--- src/rtl/keyed_cfg_bank_pkg.sv ---
package keyed_cfg_bank_pkg;

    localparam logic [7:0] IDX_LDN      = 8'h07;
    localparam logic [7:0] IDX_DEVID    = 8'h20;
    localparam logic [7:0] IDX_DEVREV   = 8'h21;
    localparam logic [7:0] IDX_BANK_LO  = 8'h30;
    localparam logic [7:0] IDX_ACT      = 8'h30;
    localparam logic [7:0] IDX_BASE0_HI = 8'h60;
    localparam logic [7:0] IDX_BASE0_LO = 8'h61;
    localparam logic [7:0] IDX_BASE1_HI = 8'h62;
    localparam logic [7:0] IDX_BASE1_LO = 8'h63;
    localparam logic [7:0] IDX_IRQ0     = 8'h70;
    localparam logic [7:0] IDX_IRQ1     = 8'h72;
    localparam logic [7:0] IDX_CS0      = 8'hF0;
    localparam logic [7:0] IDX_CS1      = 8'hF1;

    localparam logic [7:0] DEV_ID_VAL   = 8'h30;
    localparam logic [7:0] DEV_REV_VAL  = 8'h01;

    localparam int         PIN_CTL_W    = 5;
    localparam logic [PIN_CTL_W-1:0] PIN_CTL_RST = 5'b00001;

    typedef struct packed {
        logic        act;
        logic [15:0] base0;
        logic [15:0] base1;
        logic [7:0]  irq0;
        logic [7:0]  irq1;
        logic [7:0]  cs0;
        logic [7:0]  cs1;
    } bank_regs_t;

endpackage

--- src/rtl/cfg_key_ctrl.sv ---
module cfg_key_ctrl
    import keyed_cfg_bank_pkg::*;
#(
    parameter logic [7:0] ENTER_KEY = 8'h55,
    parameter logic [7:0] EXIT_KEY  = 8'hAA
) (
    input  logic       clk,
    input  logic       rst_n,
    input  logic       wr_en,
    input  logic       port_sel,
    input  logic [7:0] wdata,
    output logic       unlocked,
    output logic [7:0] index,
    output logic [7:0] ldn,
    output logic       data_wr
);

    typedef struct packed {
        logic       unlocked;
        logic [7:0] index;
        logic [7:0] ldn;
    } key_state_t;

    key_state_t st_d, st_q;

    assign data_wr = wr_en && port_sel && st_q.unlocked;

    always_comb begin
        st_d = st_q;
        if (wr_en && !port_sel) begin
            if (!st_q.unlocked) begin
                if (wdata == ENTER_KEY) begin
                    st_d.unlocked = 1'b1;
                end
            end else if (wdata == EXIT_KEY) begin
                st_d.unlocked = 1'b0;
            end else begin
                st_d.index = wdata;
            end
        end
        if (data_wr && (st_q.index == IDX_LDN)) begin
            st_d.ldn = wdata;
        end
    end

    always_ff @(posedge clk) begin
        if (!rst_n) begin
            st_q <= '0;
        end else begin
            st_q <= st_d;
        end
    end

    assign unlocked = st_q.unlocked;
    assign index    = st_q.index;
    assign ldn      = st_q.ldn;

endmodule

--- src/rtl/cfg_dev_bank.sv ---
module cfg_dev_bank
    import keyed_cfg_bank_pkg::*;
#(
    parameter bit HAS_BASE1 = 1'b0,
    parameter bit HAS_IRQ1  = 1'b0
) (
    input  logic       clk,
    input  logic       rst_n,
    input  logic       sel,
    input  logic       wr_en,
    input  logic [7:0] index,
    input  logic [7:0] wdata,
    output logic [7:0] rdata,
    output bank_regs_t regs
);

    bank_regs_t r_d, r_q;
    logic       wr_hit;

    assign wr_hit = sel && wr_en;

    always_comb begin
        r_d = r_q;
        if (wr_hit) begin
            case (index)
                IDX_ACT:      r_d.act         = wdata[0];
                IDX_BASE0_HI: r_d.base0[15:8] = wdata;
                IDX_BASE0_LO: r_d.base0[7:0]  = wdata;
                IDX_BASE1_HI: if (HAS_BASE1) r_d.base1[15:8] = wdata;
                IDX_BASE1_LO: if (HAS_BASE1) r_d.base1[7:0]  = wdata;
                IDX_IRQ0:     r_d.irq0        = wdata;
                IDX_IRQ1:     if (HAS_IRQ1) r_d.irq1 = wdata;
                IDX_CS0:      r_d.cs0         = wdata;
                IDX_CS1:      r_d.cs1         = wdata;
                default:      ;
            endcase
        end
    end

    always_comb begin
        rdata = 8'h00;
        case (index)
            IDX_ACT:      rdata = {7'b0, r_q.act};
            IDX_BASE0_HI: rdata = r_q.base0[15:8];
            IDX_BASE0_LO: rdata = r_q.base0[7:0];
            IDX_BASE1_HI: rdata = r_q.base1[15:8];
            IDX_BASE1_LO: rdata = r_q.base1[7:0];
            IDX_IRQ0:     rdata = r_q.irq0;
            IDX_IRQ1:     rdata = r_q.irq1;
            IDX_CS0:      rdata = r_q.cs0;
            IDX_CS1:      rdata = r_q.cs1;
            default:      rdata = 8'h00;
        endcase
    end

    always_ff @(posedge clk) begin
        if (!rst_n) begin
            r_q <= '0;
        end else begin
            r_q <= r_d;
        end
    end

    assign regs = r_q;

endmodule

--- src/rtl/cfg_pin_bank.sv ---
module cfg_pin_bank
    import keyed_cfg_bank_pkg::*;
#(
    parameter int         NGPIO     = 16,
    parameter logic [7:0] FIRST_IDX = 8'hC0
) (
    input  logic               clk,
    input  logic               rst_n,
    input  logic               sel,
    input  logic               wr_en,
    input  logic [7:0]         index,
    input  logic [7:0]         wdata,
    output logic [7:0]         rdata,
    output logic [NGPIO-1:0]   pin_is_input,
    output logic [NGPIO-1:0]   pin_invert,
    output logic [NGPIO-1:0]   pin_irq_en,
    output logic [2*NGPIO-1:0] pin_func
);

    localparam int OFF_W = (NGPIO > 1) ? $clog2(NGPIO) : 1;

    logic [NGPIO-1:0][PIN_CTL_W-1:0] ctl_d, ctl_q;
    logic [7:0]       off;
    logic [OFF_W-1:0] slot;
    logic             hit;

    assign off  = index - FIRST_IDX;
    assign slot = off[OFF_W-1:0];
    assign hit  = (index >= FIRST_IDX) && (32'(off) < NGPIO);

    always_comb begin
        ctl_d = ctl_q;
        if (sel && wr_en && hit) begin
            ctl_d[slot] = wdata[PIN_CTL_W-1:0];
        end
    end

    always_comb begin
        rdata = 8'h00;
        if (hit) begin
            rdata = {{(8-PIN_CTL_W){1'b0}}, ctl_q[slot]};
        end
    end

    always_ff @(posedge clk) begin
        if (!rst_n) begin
            for (int i = 0; i < NGPIO; i++) begin
                ctl_q[i] <= PIN_CTL_RST;
            end
        end else begin
            ctl_q <= ctl_d;
        end
    end

    for (genvar g = 0; g < NGPIO; g++) begin : g_pin
        assign pin_is_input[g]    = ctl_q[g][0];
        assign pin_invert[g]      = ctl_q[g][1];
        assign pin_irq_en[g]      = ctl_q[g][2];
        assign pin_func[2*g +: 2] = ctl_q[g][4:3];
    end

endmodule

--- src/rtl/keyed_cfg_bank.sv ---
module keyed_cfg_bank
    import keyed_cfg_bank_pkg::*;
#(
    parameter logic [7:0]      ENTER_KEY   = 8'h55,
    parameter logic [7:0]      EXIT_KEY    = 8'hAA,
    parameter int              NDEV        = 5,
    parameter logic [7:0]      GLOBAL_LDN  = 8'h08,
    parameter int              NGPIO       = 16,
    parameter logic [7:0]      PIN_IDX     = 8'hC0,
    parameter logic [NDEV-1:0] BASE1_MASK  = 5'b11000,
    parameter logic [NDEV-1:0] IRQ1_MASK   = 5'b00001
) (
    input  logic                 clk,
    input  logic                 rst_n,
    input  logic                 io_wr,
    input  logic                 io_addr,
    input  logic [7:0]           io_wdata,
    output logic [7:0]           io_rdata,
    output logic                 cfg_unlocked,
    output logic [NDEV-1:0]      dev_active,
    output logic [16*NDEV-1:0]   dev_base0,
    output logic [16*NDEV-1:0]   dev_base1,
    output logic [8*NDEV-1:0]    dev_irq0,
    output logic [8*NDEV-1:0]    dev_irq1,
    output logic [8*NDEV-1:0]    dev_cs0,
    output logic [8*NDEV-1:0]    dev_cs1,
    output logic [NGPIO-1:0]     gpio_is_input,
    output logic [NGPIO-1:0]     gpio_invert,
    output logic [NGPIO-1:0]     gpio_irq_en,
    output logic [2*NGPIO-1:0]   gpio_func
);

    logic       unlocked;
    logic [7:0] cur_idx;
    logic [7:0] ldn;
    logic       data_wr;
    logic       bank_space;
    logic [7:0] bank_rdata [NDEV];
    logic [7:0] pin_rdata;
    logic [7:0] data_rd;

    cfg_key_ctrl #(
        .ENTER_KEY (ENTER_KEY),
        .EXIT_KEY  (EXIT_KEY)
    ) u_key (
        .clk      (clk),
        .rst_n    (rst_n),
        .wr_en    (io_wr),
        .port_sel (io_addr),
        .wdata    (io_wdata),
        .unlocked (unlocked),
        .index    (cur_idx),
        .ldn      (ldn),
        .data_wr  (data_wr)
    );

    assign bank_space = (cur_idx >= IDX_BANK_LO);

    for (genvar k = 0; k < NDEV; k++) begin : g_dev
        bank_regs_t regs;

        cfg_dev_bank #(
            .HAS_BASE1 (BASE1_MASK[k]),
            .HAS_IRQ1  (IRQ1_MASK[k])
        ) u_bank (
            .clk   (clk),
            .rst_n (rst_n),
            .sel   (ldn == 8'(k)),
            .wr_en (data_wr && bank_space),
            .index (cur_idx),
            .wdata (io_wdata),
            .rdata (bank_rdata[k]),
            .regs  (regs)
        );

        assign dev_active[k]       = regs.act;
        assign dev_base0[16*k +: 16] = regs.base0;
        assign dev_base1[16*k +: 16] = regs.base1;
        assign dev_irq0[8*k +: 8]  = regs.irq0;
        assign dev_irq1[8*k +: 8]  = regs.irq1;
        assign dev_cs0[8*k +: 8]   = regs.cs0;
        assign dev_cs1[8*k +: 8]   = regs.cs1;
    end

    cfg_pin_bank #(
        .NGPIO     (NGPIO),
        .FIRST_IDX (PIN_IDX)
    ) u_pins (
        .clk          (clk),
        .rst_n        (rst_n),
        .sel          (ldn == GLOBAL_LDN),
        .wr_en        (data_wr && bank_space),
        .index        (cur_idx),
        .wdata        (io_wdata),
        .rdata        (pin_rdata),
        .pin_is_input (gpio_is_input),
        .pin_invert   (gpio_invert),
        .pin_irq_en   (gpio_irq_en),
        .pin_func     (gpio_func)
    );

    always_comb begin
        data_rd = 8'h00;
        if (cur_idx == IDX_LDN) begin
            data_rd = ldn;
        end else if (cur_idx == IDX_DEVID) begin
            data_rd = DEV_ID_VAL;
        end else if (cur_idx == IDX_DEVREV) begin
            data_rd = DEV_REV_VAL;
        end else if (bank_space) begin
            for (int k = 0; k < NDEV; k++) begin
                if (ldn == 8'(k)) begin
                    data_rd = bank_rdata[k];
                end
            end
            if (ldn == GLOBAL_LDN) begin
                data_rd = pin_rdata;
            end
        end
    end

    always_comb begin
        if (!unlocked) begin
            io_rdata = 8'h00;
        end else if (io_addr) begin
            io_rdata = data_rd;
        end else begin
            io_rdata = cur_idx;
        end
    end

    assign cfg_unlocked = unlocked;

endmodule

--- config.mk ---
export PLATFORM = sky130hd
export DESIGN_NAME = keyed_cfg_bank
export DESIGN_NICKNAME = d
export VERILOG_FILES = /design/src/rtl/keyed_cfg_bank_pkg.sv /design/src/rtl/cfg_key_ctrl.sv /design/src/rtl/cfg_dev_bank.sv /design/src/rtl/cfg_pin_bank.sv /design/src/rtl/keyed_cfg_bank.sv
export SDC_FILE = /design/constraint.sdc
export NUM_CORES = 1
export LEC_CHECK = 0
export ABC_CLOCK_PERIOD_IN_PS = 4100
export BUFFER_PORTS_ARGS = -buffer_cell sky130_fd_sc_hd__buf_2
export CORE_ASPECT_RATIO = 1.25
export CORE_MARGIN = 5
export CORE_UTILIZATION = 55
export DETAILED_ROUTE_END_ITERATION = 8
export PLACE_DENSITY = 0.82
export SLEW_MARGIN = 20
export SYNTH_ARGS = -nofsm -noshare
export SYNTH_HDL_FRONTEND = slang
export SYNTH_HIERARCHICAL = 1
export SYNTH_SLANG_ARGS = --single-unit
--- constraint.sdc ---
create_clock -name clk -period 4.1 [get_ports clk]
set_input_delay 0.82 -clock clk [delete_from_list [all_inputs] [get_ports clk]]
set_output_delay 0.82 -clock clk [all_outputs]
set_load 0.05 [all_outputs]
==> results of run 1 <==
-- per-stage QoR --
step,total power (W),hold WS (ns),cell area (um^2),cells,TNS (ns)
floorplan,0.00372,0.431,18200,1800,0
global placement,0.00374,0.449,19700,2415,0
detailed placement,0.00374,0.463,19700,2415,0
CTS,0.00711,0.472,21000,2479,0
global route,0.00725,0.497,21100,2484,-0.00598
finish,0.00708,0.472,21100,2484,0
-- power breakdown --
group	leakage, nW	total, W	switching [W]	internal (W)
Sequential	2.76	0.00332	0.000000112	0.00332
Clock	0.602	0.00340	0.00135	0.00205
Combinational	5.48	0.000357	0.000298	0.0000596
Total	8.84	0.00708	0.00165	0.00543
-- area by class of cell --
class	instances	area share
multi-input cells	1254	0.485
flip-flops and latches	342	0.325
repair buffers	391	0.104
clock buffers	51	0.0502
well taps	418	0.0248
clock inverters	11	0.00789
inverters	15	0.00267
diodes	2	0.000237
-- sequential cells by signal (all words and copies together) (netlist names) --
signal and flops:
u_pins/pin_invert 16, u_pins/pin_irq_en 16, u_key/unlocked 1, u_key/index 8
u_pins/pin_is_input 16, u_key/ldn 8, g_dev.u_bank/regs 245, u_pins/pin_func 32
-- how the worst max path moves through the flow --
stage	startpoint	end	slack, ns
detailed placement	u_key/index[4]	io_rdata[3]	0.36
CTS	u_key/index[0]	io_rdata[1]	0.002
global placement	u_key/index[0]	io_rdata[3]	0.39
floorplan	u_key/index[6]	io_rdata[0]	0.22
global route	u_key/index[6]	io_rdata[3]	-0.006
finish	u_key/index[1]	io_rdata[1]	0.04
-- kinds of logic (layout without fill, tap and decap cells) --
logic type             count (synthesis)  count (layout)  synth area share
AND/OR/NAND/NOR                      587             587             0.216
flip-flops                           342             342             0.381
multiplexers                         414             414             0.260
other                                  6              85           0.00125
buffers and inverters                204             468            0.0691
AO/OA/AOI/OAI                        170             170            0.0714
-- what timing repair did --
action / CTS / global route
gates cloned: 0 / 1
buffers inserted: 2 / 2
resized for setup: 8 / 20
setup endpoints to repair: 8 / 8
pin swaps: 1 / 1
-- critical path: stages, from the launching register on --
cell,delay (ns)
dfxtp_2,0.55
buf_16,0.27
mux4_2,0.38
nand3_1,0.12
o211ai_1,0.17
mux4_2,0.54
a221oi_2,0.29
nor2_1,0.13
clkbuf_4,0.23
-- per-layer routing --
layer,up-vias,track usage
li1,6677,-
met1,7169,0.365
met2,823,0.520
met3,205,0.0556
met4,0,0.160
met5,-,0
-- layout by cell type (no fill, tap or decap), types with 23 or more instances in the layout --
cell       netlist  routed
a22oi_1         37      37
buf_2           24     338
buf_4           94      42
clkbuf_16        0      38
conb_1           6      83
dfxtp_1        342     336
mux2i_1        368     368
mux4_2          42      42
nand2_1        134     133
nand3_1         23      23
nor2b_1        274     274
o211ai_1        26      26
==> reports/qor.csv, run 1 <==
stage;metric;value;unit
route;met1 wire length;21.3;mm
route;Routed wire per std cell;23.7;um
cells_and_area;register area;6860;um^2
setup_path;data required time of the worst path;3.28;ns
grt;vias in the first global route;14200;
timing;Slew Limit Fails;0;
yosys;Yosys reg bits;342;
timing;Slew headroom;0.306;
placed_design;pre-CTS setup slack;0.357;ns
grt;GRT Residual Overflow;0;
clock_network;htree depth;2;
timing;fin crit share;0.989;
yosys;Synth Area per Inst;10.4;um^2
route;drt initial violations;1368;
route;detailed-route DRC error count;0;
route;remaining antenna violation count after routing;0;
floorplan;Initial Util;0.552;
setup_path;Register-to-Register Path Depth;7;
hold_path;Hold Path Depth;2;
yosys;cell taking the most area after synthesis;dfxtp_1;
power_and_ir_drop;Pwr Density;336;nW/um^2
placed_design;GP Congestion;0.991;
timing;worst clock skew;0.0157;ns
setup_path;R2R Setup Slk;0.85;ns
setup_path;CP max FO;30;
status;status;finished, final reports clean;
timing;setup repair after global routing missed its margin;yes;
grt;largest net degree at the start of global routing;125;
timing;worst slew pin tran;1.04;ns
yosys;Synth Instances;1723;
yosys;cell with the most instances after synthesis;mux2i_1;
yosys;synth unique cells;78;
floorplan;I/O pins;426;
clock_network;clock root cell;clkbuf_16;
floorplan;Die W;172;um
route;wire length on met3;5.19;mm
yosys;Post-synth ARST share;0;
cells_and_area;Nets;2052;
yosys;top-area cell type share of the netlist area;0.381;
timing;minimum clock period;4.06;ns
clock_network;CTS tree;yes;
yosys;synth cell count leaders;mux2i_1 (368), dfxtp_1 (342), nor2b_1 (274);
route;WL met2;29.1;mm
clock_network;CTS clk-pin slew, worst paths;0.06;ns
timing;final setup violation count;0;
placed_design;PortBufs;345;
yosys;top post-synthesis cells by area;dfxtp_1 (38%), mux2i_1 (21%), nor2b_1 (9.5%), mux4_2 (5.3%), buf_4 (3.9%);
timing;Worst Slack Setup Final;0.0432;ns
setup_path;Setup crit start kind;flip-flop;
hold_path;Min-Delay Path Class;reg2reg;
timing;FMAX;246;MHz
route;first drt pass iteration count;6;
yosys;dominant register cell in the synthesized netlist;dfxtp_1;
setup_path;worst reg2reg startpoint;u_key/ldn[5];
hold_path;hold path start;u_pins/pin_func[8];
cells_and_area;area of the multi-input gates;10200;um^2
cells_and_area;post-layout util;0.649;
cells_and_area;fillers;2578;
yosys;register area share after synthesis;0.381;
grt;first-pass GRT wire length;86.6;mm
clock_network;CTS Buf Count;36;
setup_path;worst reg2reg endpoint;g_dev[3].u_bank/regs[36];
clock_network;Hold-fix buffers, CTS;0;
floorplan;Die H;212;um
floorplan;die area;36400;um^2
floorplan;Rows;74;
hold_path;hold path endpoint;u_pins/pin_func[8];
setup_path;Crit. End Element;output pin;
clock_network;Clock Latency Late Sink;0.53;ns
setup_path;WP data arrival;3.24;ns
placed_design;DPL Wire Length;41.4;mm
route;Top Metal Used;met4;
power_and_ir_drop;Peak VDD IR;0.282;mV
power_and_ir_drop;Lkg Pwr;8.84;nW
timing;Hold Violations, Final;0;
clock_network;Sink Count;342;
clock_network;Max Root-Sink Buffers;3;
setup_path;Crit Path Class;reg2out;
yosys;Ys Warns;6;
yosys;Post-synth EDFFs;0;
run;Max-Cap Viols;0;
route;drt via density;5.99;
route;vias post-DR;14900;
grt;initial antenna violation count;2;
floorplan;Core Area;32500;um^2
cells_and_area;Area Growth Syn to Fin;17.5;%
route;WL final;59.0;mm
cells_and_area;share of layout cells above drive strength 1;0.279;
yosys;area of the mapped netlist;18000;um^2
grt;Total GRT Usage;0.305;
Power figures use the tool's default switching activity.
==> run 2: changes to the inputs <==
Settings changed: PLACE_DENSITY 0.82 to unset, PLACE_DENSITY_LB_ADDON set to 0.2.
==> reports/qor.csv, run 2 (synthesis gave the netlist of run 1 again) <==
stage;metric;value;unit;change
status;status;finished, final reports clean;;unchanged
grt;GRT Residual Overflow;0;;unchanged
clock_network;htree depth;2;;unchanged
floorplan;Die H;212;um;unchanged
grt;first-pass GRT wire length;84.7;mm;was 86.6 mm
timing;setup repair after global routing missed its margin;no;;was yes
timing;total negative slack;0;ns;unchanged
route;drt via density;5.85;;was 5.99
hold_path;hold path endpoint;u_pins/pin_invert[10];;was u_pins/pin_func[8]
setup_path;Setup crit start kind;flip-flop;;unchanged
timing;Slew headroom;0.410;;was 0.306
setup_path;worst reg2reg startpoint;u_key/ldn[5];;unchanged
cells_and_area;commonest cells after routing, fill and taps aside;mux2i_1 (368), buf_2 (338), dfxtp_1 (337), nor2b_1 (274), nand2_1 (134);;was mux2i_1 (368), buf_2 (338), dfxtp_1 (336), nor2b_1 (274), nand2_1 (133)
clock_network;CTS tree;yes;;unchanged
setup_path;CP max FO;12;;was 30
hold_path;hold path start;u_pins/pin_invert[10];;was u_pins/pin_func[8]
timing;final setup violation count;0;;unchanged
power_and_ir_drop;total power;0.00687;W;was 0.00708 W
placed_design;PortBufs;345;;unchanged
hold_path;Min-Delay Path Class;reg2reg;;unchanged
floorplan;I/O pins;426;;unchanged
clock_network;Sink Count;342;;unchanged
power_and_ir_drop;Pwr Density;327;nW/um^2;was 336 nW/um^2
floorplan;die area;36400;um^2;unchanged
setup_path;worst reg2reg endpoint;g_dev[3].u_bank/regs[35];;was g_dev[3].u_bank/regs[36]
timing;Slew Limit Fails;0;;unchanged
cells_and_area;Area Growth Syn to Fin;17.1;%;was 17.5%
setup_path;Worst path max stage delay;0.55;ns;about the same
cells_and_area;fillers;2637;;was 2,578
cells_and_area;max reg flops;245;;unchanged
placed_design;GP Congestion;0.991;;unchanged
floorplan;Core Area;32500;um^2;unchanged
timing;worst slew pin tran;0.885;ns;was 1.04 ns
setup_path;crit-path cells;buf_4, mux4_2, nand3_1, o211ai_1, mux4_2, a221oi_1, nor2_1, buf_2;;was buf_16, mux4_2, nand3_1, o211ai_1, mux4_2, a221oi_2, nor2_1, clkbuf_4
clock_network;clock root cell;clkbuf_16;;unchanged
route;drt initial violations;1426;;was 1,368
floorplan;Initial Util;0.552;;unchanged
grt;Total GRT Usage;0.299;;was 0.305
clock_network;Hold-fix buffers, CTS;0;;unchanged
floorplan;Rows;74;;unchanged
clock_network;Clock Latency Late Sink;0.53;ns;about the same
power_and_ir_drop;Peak VDD IR;0.300;mV;was 0.282 mV
grt;initial antenna violation count;0;;was 2
clock_network;Max Root-Sink Buffers;3;;unchanged
timing;Hold Violations, Final;0;;unchanged
run;Max-Cap Viols;0;;unchanged
setup_path;Crit Path Class;reg2out;;unchanged
route;remaining antenna violation count after routing;0;;unchanged
timing;fin crit share;0.980;;was 0.989
cells_and_area;design area;21000;um^2;was 21,100 um^2
hold_path;Hold Path Depth;2;;unchanged
placed_design;pre-CTS setup slack;0.301;ns;was 0.357 ns
route;detailed-route DRC error count;0;;unchanged
cells_and_area;most common cell after layout, fill and taps aside;mux2i_1;;unchanged
setup_path;Register-to-Register Path Depth;7;;unchanged
clock_network;CTS Buf Count;35;;was 36
setup_path;WP data arrival;3.20;ns;was 3.24 ns
setup_path;R2R Setup Slk;0.93;ns;was 0.85 ns
timing;worst clock skew;0.0199;ns;was 0.0157 ns
clock_network;CTS clk-pin slew, worst paths;0.06;ns;about the same
timing;minimum clock period;4.02;ns;was 4.06 ns
route;WL final;57.0;mm;was 59.0 mm
route;vias post-DR;14500;;was 14,900
timing;FMAX;249;MHz;was 246 MHz
route;Routed wire per std cell;22.9;um;was 23.7 um
setup_path;Crit. End Element;output pin;;unchanged
placed_design;DPL Wire Length;40.9;mm;was 41.4 mm
route;first drt pass iteration count;5;;was 6
cells_and_area;Nets;2054;;was 2,052
setup_path;Crit-path slowest cell;mux4_2;;was dfxtp_2
placed_design;placed cell areas;19700;um^2;about the same
setup_path;data required time of the worst path;3.28;ns;about the same
setup_path;CP dominant cell by count;mux4_2;;unchanged
grt;vias in the first global route;14000;;was 14,200
grt;largest net degree at the start of global routing;91;;was 125
cells_and_area;share of layout cells above drive strength 1;0.279;;about the same
timing;Worst Slack Setup Final;0.0803;ns;was 0.0432 ns
floorplan;Die W;172;um;unchanged
power_and_ir_drop;Lkg Pwr;8.81;nW;was 8.84 nW
==> run 2: cell count changes in the layout (fill, tap and decap cells not counted), sizes merged <==
cell	before	now
buf	387	392
clkbuf	55	50
diode	2	1
bufinv	4	2
inv	16	18
clkinv	5	8
==> run 2: cell type report <==
cell class | count | area, um^2 | area share
inverter | 15 | 56.3 | 0.00268
tap | 418 | 523 | 0.0249
clock buffer | 48 | 1010 | 0.0478
timing repair buffer | 394 | 2220 | 0.106
sequential | 342 | 6860 | 0.326
multi-input combinational | 1254 | 10200 | 0.486
clock inverter | 14 | 138 | 0.00655
antenna | 1 | 2.50 | 0.000119
==> run 2: worst max-delay path by stage <==
| stage | start | endpoint | cells past startpoint |
|---|---|---|---|
| 4_1_cts | u_key/index[3] | io_rdata[5] | 8 |
| 3_3_place_gp | u_key/index[4] | io_rdata[5] | 8 |
| 3_5_place_dp | u_key/index[4] | io_rdata[5] | 8 |
| 2_1_floorplan | u_key/index[6] | io_rdata[0] | 8 |
| 6_report | u_key/index[0] | io_rdata[2] | 8 |
| 5_1_grt | u_key/index[4] | io_rdata[1] | 8 |
==> run 2: per-stage QoR <==
| step | std cells | util | hold slack, ns |
|---|---|---|---|
| 2_1_floorplan | 1800 | - | 0.431 |
| 3_3_place_gp | 2418 | 0.607 | 0.453 |
| 3_5_place_dp | 2418 | 0.607 | 0.462 |
| 4_1_cts | 2484 | 0.644 | 0.474 |
| 5_1_grt | 2485 | 0.647 | 0.493 |
| 6_report | 2486 | 0.647 | 0.471 |
==> run 2: layer usage <==
metal	up-vias	GRT usage	part of all wire	wire, um
met1	7008	0.384	0.40	22600
met3	143	0.0539	0.078	4470
met4	0	0.118	0.042	2370
met2	688	0.498	0.48	27500
li1	6693	-	-	-
met5	-	0	0	0
==> run 2: timing repair <==
item | 4_1_cts | 5_1_grt
buffers inserted | 4 | 1
pin swaps | 0 | 3
gates resized for setup | 7 | 21
hold endpoints to repair | 0 | 0
endpoints found under the setup margin | 8 | 7
==> run 2: power by group <==
part	total (W)	switching, W	internal, W
logic	0.000358	0.000296	0.0000621
clock network	0.00319	0.00133	0.00186
registers	0.00332	0.0000000555	0.00332
total	0.00687	0.00163	0.00524
==> run 2: critical path, delay by kind of cell, from the launching register on <==
family                 cells  cell delay [ns]
flip-flops                 1             0.48
AND/OR/NAND/NOR            2             0.26
AO/OA/AOI/OAI              2             0.46
buffers and inverters      2             0.42
multiplexers               2             1.06
